File: src/rtl/scr_pkg.sv
package scr_pkg;
  localparam int unsigned STATE_W = 58;
  localparam int unsigned WORD_W  = 64;
  localparam int unsigned HDR_W   = 2;
  localparam int unsigned TAP_A   = 38;
  localparam int unsigned TAP_B   = 57;
  localparam logic [STATE_W-1:0] FIXED_SEED = {STATE_W{1'b1}};

  typedef enum logic {
    MODE_FIXED  = 1'b0,
    MODE_OFFSET = 1'b1
  } scr_mode_e;
endpackage

File: src/rtl/scr_seed_gen.sv
module scr_seed_gen
  import scr_pkg::*;
#(
  parameter int unsigned LANES = 4
) (
  input  logic                           clk_i,
  input  logic                           rst_ni,
  input  logic                           load_i,
  input  logic                           mode_i,
  input  logic [STATE_W-1:0]             seed_i,
  output logic [LANES-1:0][STATE_W-1:0]  lane_seed_o,
  output logic                           cfg_err_o
);
  logic [STATE_W-1:0] base_eff;
  logic               seed_zero;
  logic               err_q;

  assign seed_zero = (seed_i == '0);
  assign base_eff  = seed_zero ? STATE_W'(1) : seed_i;

  for (genvar l = 0; l < LANES; l++) begin : g_seed
    assign lane_seed_o[l] = (scr_mode_e'(mode_i) == MODE_FIXED)
                          ? FIXED_SEED
                          : base_eff + STATE_W'(l);
  end

  always_ff @(posedge clk_i or negedge rst_ni) begin
    if (!rst_ni) err_q <= 1'b0;
    else if (load_i && scr_mode_e'(mode_i) == MODE_OFFSET && seed_zero) err_q <= 1'b1;
  end

  assign cfg_err_o = err_q;

  p_seed0_nonzero_r6: assert property (@(posedge clk_i) disable iff (!rst_ni)
    (load_i && mode_i) |-> (lane_seed_o[0] != '0));

  p_err_sticky_r6: assert property (@(posedge clk_i) disable iff (!rst_ni)
    err_q |=> err_q);
endmodule

File: src/rtl/scr_lane.sv
module scr_lane
  import scr_pkg::*;
(
  input  logic               clk_i,
  input  logic               rst_ni,
  input  logic               load_i,
  input  logic               valid_i,
  input  logic [STATE_W-1:0] seed_i,
  input  logic [HDR_W-1:0]   hdr_i,
  input  logic [WORD_W-1:0]  data_i,
  output logic [HDR_W-1:0]   hdr_o,
  output logic [WORD_W-1:0]  data_o
);
  logic [STATE_W-1:0] state_q, state_nxt;
  logic [WORD_W-1:0]  scr_d, data_q;
  logic [HDR_W-1:0]   hdr_q;

  // serial recurrence unrolled across the word
  always_comb begin
    logic [STATE_W-1:0] st;
    logic               fb;
    st = load_i ? seed_i : state_q;
    scr_d = '0;
    for (int i = 0; i < WORD_W; i++) begin
      fb       = data_i[i] ^ st[TAP_A] ^ st[TAP_B];
      scr_d[i] = fb;
      st       = {st[STATE_W-2:0], fb};
    end
    state_nxt = st;
  end

  always_ff @(posedge clk_i or negedge rst_ni) begin
    if (!rst_ni) begin
      state_q <= FIXED_SEED;
      data_q  <= '0;
      hdr_q   <= '0;
    end else if (valid_i) begin
      state_q <= state_nxt;
      data_q  <= scr_d;
      hdr_q   <= hdr_i;
    end else if (load_i) begin
      state_q <= seed_i;
    end
  end

  assign data_o = data_q;
  assign hdr_o  = hdr_q;

  p_hold_r3: assert property (@(posedge clk_i) disable iff (!rst_ni)
    (!valid_i && !load_i) |=> ($stable(state_q) && $stable(data_o)));

  p_hdr_pass_r8: assert property (@(posedge clk_i) disable iff (!rst_ni)
    valid_i |=> (hdr_o == $past(hdr_i)));
endmodule

File: src/rtl/scr_multilane.sv
module scr_multilane
  import scr_pkg::*;
#(
  parameter int unsigned LANES = 4,
  localparam int unsigned DW   = LANES * WORD_W,
  localparam int unsigned HW   = LANES * HDR_W
) (
  input  logic               clk_i,
  input  logic               rst_ni,
  input  logic               load_i,
  input  logic               mode_i,
  input  logic [STATE_W-1:0] seed_i,
  input  logic               valid_i,
  input  logic [HW-1:0]      hdr_i,
  input  logic [DW-1:0]      data_i,
  output logic               valid_o,
  output logic [HW-1:0]      hdr_o,
  output logic [DW-1:0]      data_o,
  output logic               cfg_err_o
);
  logic [LANES-1:0][STATE_W-1:0] lane_seed;
  logic                          valid_q;

  scr_seed_gen #(.LANES(LANES)) u_seed (
    .clk_i       (clk_i),
    .rst_ni      (rst_ni),
    .load_i      (load_i),
    .mode_i      (mode_i),
    .seed_i      (seed_i),
    .lane_seed_o (lane_seed),
    .cfg_err_o   (cfg_err_o)
  );

  for (genvar l = 0; l < LANES; l++) begin : g_lane
    scr_lane u_lane (
      .clk_i   (clk_i),
      .rst_ni  (rst_ni),
      .load_i  (load_i),
      .valid_i (valid_i),
      .seed_i  (lane_seed[l]),
      .hdr_i   (hdr_i[l*HDR_W +: HDR_W]),
      .data_i  (data_i[l*WORD_W +: WORD_W]),
      .hdr_o   (hdr_o[l*HDR_W +: HDR_W]),
      .data_o  (data_o[l*WORD_W +: WORD_W])
    );
  end

  always_ff @(posedge clk_i or negedge rst_ni) begin
    if (!rst_ni) valid_q <= 1'b0;
    else         valid_q <= valid_i;
  end

  assign valid_o = valid_q;

  p_valid_lat_r2: assert property (@(posedge clk_i) disable iff (!rst_ni)
    valid_i |=> valid_o);

  p_valid_drop_r2: assert property (@(posedge clk_i) disable iff (!rst_ni)
    !valid_i |=> !valid_o);
endmodule

File: config.mk
export PLATFORM = sky130hd
export DESIGN_NAME = scr_multilane
export DESIGN_NICKNAME = d
export VERILOG_FILES = /design/src/rtl/scr_pkg.sv /design/src/rtl/scr_seed_gen.sv /design/src/rtl/scr_lane.sv /design/src/rtl/scr_multilane.sv
export SDC_FILE = /design/constraint.sdc
export NUM_CORES = 1
export LEC_CHECK = 0
export CORE_MARGIN = 8
export CORE_UTILIZATION = 35
export CTS_CLUSTER_DIAMETER = 150
export DETAILED_ROUTE_END_ITERATION = 6
export HOLD_SLACK_MARGIN = 0.02
export PLACE_DENSITY = 0.64
export SYNTH_ARGS = -nofsm -noshare
export SYNTH_HDL_FRONTEND = slang
export SYNTH_SLANG_ARGS = --single-unit
File: constraint.sdc
create_clock -name clk_i -period 2.9 [get_ports clk_i]
set_input_delay 0.58 -clock clk_i [delete_from_list [all_inputs] [get_ports clk_i]]
set_output_delay 0.58 -clock clk_i [all_outputs]
set_load 0.03 [all_outputs]
==> qor.yml <==
crit_type: "primary input to flip-flop"
slowest_stage: "or4_4"
drv_cap: 0
drt-wirelength-per-cell_um: 28.5
leakage_nw: 20.2
drive_gt1_share_pct: 36.0
layout_min_cycle_time_ps: 3940
tns_ps: -187700
via_count: 30170
die_h_um: 306
syn-num-nets: 3553
n_fill_cell: 7324
clkLatencyLatePin_ps: 640
place_inst: 5342
rows: 106
p_per_area_nw_per_um2: 756
met3_usage_pct: 7.72
cts_made_buffers: 56
ys_types: 74
grt.overflow.total: 0
grtUsageMet1_pct: 40.0
yosys_warnings: 0
min_path_type: "primary input to flip-flop"
synth_top_family_by_area: "XOR/XNOR gates"
cts_max_level: 2
synthXorXnorAreaFrac_pct: 18.0
hold_viol: 0
critical_path_required_ps: 3410
path_clk_slew_ps: 60
cp_slowest_stage_delay_ps: 590
syn_avg_cell_area_um2: 9.11
root_buffer: "clkbuf_16"
synthSimpleGateAreaFrac_pct: 14.2
cts_sinks: 498
max_freq_mhz: 254
io_pins: 593
yosysSeqAreaShare_pct: 43.4
route.detailed.drc: 0
critPathMaxFanout: 3
total_power_w: 0.0356
clockBufferDepth: 3
final_cells: 5526
whs_ps: 379
end_kind: "flip-flop"
startpoint_type: "primary input"
dpl.hpwl_um: 120000
path_cells: "dlygate4sd2_1, or4_4, nor3_4, a21o_4, buf_6, ha_4, nand3_4, or4_4, nor4_4, a21oi_1, a211o_1, xor2_1, xnor2_1, xnor2_1, mux2_4"
synthMuxAreaShare_pct: 2.42
dr.first_iter.drc_count: 2815
synth_adder_area_share_pct: 0.170
slew_violations: 0
global_route.usage.met2_pct: 52.0
grt_pass1_wl_um: 221000
nets: 4716
port_buffers: 592
netlist_instances: 3222
gp_congestion: 1.06
async_reset_ff_share_pct: 100
synthFlopType: "dfrtp_1"
synth_compound_area_share_pct: 15.3
track_usage_pct: 32.3
worst_pin_slew_ps: 840
ys_ff_latch: 498
routed_via_density: 5.46
design.die.area_um2: 93400
fin_skew_ps: 16.9
setup_ws_ps: -1040
start_util_pct: 35.2
routed_wl_um: 157000
run_status: "finished, violations left"
rsz0062_at_grt: "yes"
grt_pass1_vias: 30900
busiest_layer: "met2"
die_w_um: 306
tritoncts: "built"
violations: "negative setup slack"
final_antenna_net_count: 0
setup_viol: 339
antenna_found_initial: 20
ir_drop_uv: 475
min_period_over_period_pct: 136
max-slew-margin-rel_pct: 44.0
synth_area_um2: 29400
core_um2: 83400
synth_edf_count: 0
worstPathArrival_ps: 4450
first_pass_iters: 5
grt_start_max_net_pins: 132
syn2layout_area_growth_pct: 60.4
worst max-delay path: cells and delay by family:
kind                       cells  cell delay, ps
muxes                          1             270
buffers and inverters          2             410
adders and majority gates      1             160
xor gates and xnor gates       3             610
AOI/OAI and AO/OA              3             610
and+or+nand+nor                5            1780
metrics by stage:
stage          setup WS, ps  util [%]  area, um^2
3_3_place_gp          -2350      50.4       42100
6_report              -1040      56.5       47100
4_1_cts                -953      55.2       46000
2_1_floorplan         -1460         -       30400
3_5_place_dp          -2290      50.4       42100
5_1_grt               -1090      56.4       47100
Yosys cell counts, drive strengths merged (22+ instances only):
cell / count / area share, %
xor2: 125 / 3.7
a21bo: 22 / 0.75
or4: 22 / 0.58
a31oi: 41 / 1.0
mux2: 41 / 1.6
inv: 260 / 3.3
o21ai: 467 / 8.0
nand3b: 30 / 0.77
nor4: 59 / 1.3
xnor3: 25 / 1.9
mux2i: 25 / 0.85
dfstp: 232 / 21
nand4: 51 / 1.1
o22ai: 40 / 0.85
clkbuf: 146 / 1.9
nor2: 184 / 2.4
xnor2: 403 / 12
a21oi: 69 / 1.2
o32ai: 22 / 0.84
dfrtp: 266 / 23
nand3: 49 / 0.87
nand2: 318 / 4.1
buf: 79 / 1.3
or3: 38 / 0.83
nor3: 49 / 0.87
cell type report:
cell class / count / area (um^2) / share of cell area, %
clock inverters: 13 / 129 / 0.274
well taps: 1080 / 1350 / 2.87
multi-input cells: 2239 / 18200 / 38.5
repair buffers: 1330 / 12000 / 25.6
diodes: 13 / 32.5 / 0.0691
inverters: 260 / 981 / 2.08
clock buffers: 93 / 1660 / 3.53
flip-flops and latches: 498 / 12800 / 27.1
final timing paths:
path | from | endpoint | slack [ps] | cells after the start
setup / recovery | seed_i[39] | g_lane[1].u_lane.data_o[48]$_DFFE_PN0P_ | -1040 | 15
hold / removal | valid_i | g_lane[1].u_lane.state_q[37]$_DFF_PN1_ | 380 | 3
setup reg to reg | g_lane[2].u_lane.state_q[15]$_DFF_PN1_ | g_lane[2].u_lane.data_o[62]$_DFFE_PN0P_ | 710 | 7
hold reg to reg | u_seed.cfg_err_o$_DFFE_PN0P_ | u_seed.cfg_err_o$_DFFE_PN0P_ | 470 | 1
max in group asynchronous | rst_ni | g_lane[0].u_lane.state_q[17]$_DFF_PN1_ | 1400 | 3
min in group asynchronous | rst_ni | g_lane[2].u_lane.hdr_o[0]$_DFFE_PN0P_ | 520 | 2
what timing repair did:
item | CTS | global route
cloned | 0 | 0
endpoints found under the hold margin | 21 | 0
hold buffers | 1 | 0
pin swaps | 189 | 155
setup endpoints to repair | 361 | 357
setup buffers | 58 | 34
resized for setup | 499 | 247
placed cells by master, fill, tap and decap left out, drive strengths merged, types with 59 or more instances in the layout:
master / netlist / layout
xor2: 125 / 125
nor2: 184 / 184
nand2: 318 / 318
o21ai: 467 / 467
nor4: 59 / 59
inv: 260 / 263
clkdlybuf4s50: 0 / 533
a21oi: 69 / 69
xnor2: 403 / 403
dfrtp: 266 / 266
clkbuf: 146 / 110
buf: 79 / 749
dfstp: 232 / 232
sequential cells by signal (all words and copies together) (netlist names):
register and count:
u_seed.cfg_err_o 1, g_lane.u_lane.data_o 256, g_lane.u_lane.state_q 232, valid_o 1
g_lane.u_lane.hdr_o 8
routing by layer:
metal | vias up | share of wire [%]
li1 | 13268 | -
met1 | 14836 | 39
met2 | 1577 | 46
met3 | 481 | 8.9
met4 | 8 | 6.3
met5 | - | 0.031
logic make-up after synthesis:
family,count (synthesis)
buffers and inverters,485
AO/OA/AOI/OAI,756
flip-flops,498
XOR/XNOR,557
multiplexers,66
adder cells (fa/ha/maj),4
AND/OR/NAND/NOR,856
where the power goes:
group	switching, W	internal (W)	total (W)
logic	0.00968	0.00774	0.0174
clock network	0.00308	0.00407	0.00715
registers	0.00117	0.00984	0.0110
total	0.0139	0.0217	0.0356
Power figures use the tool's default switching activity.
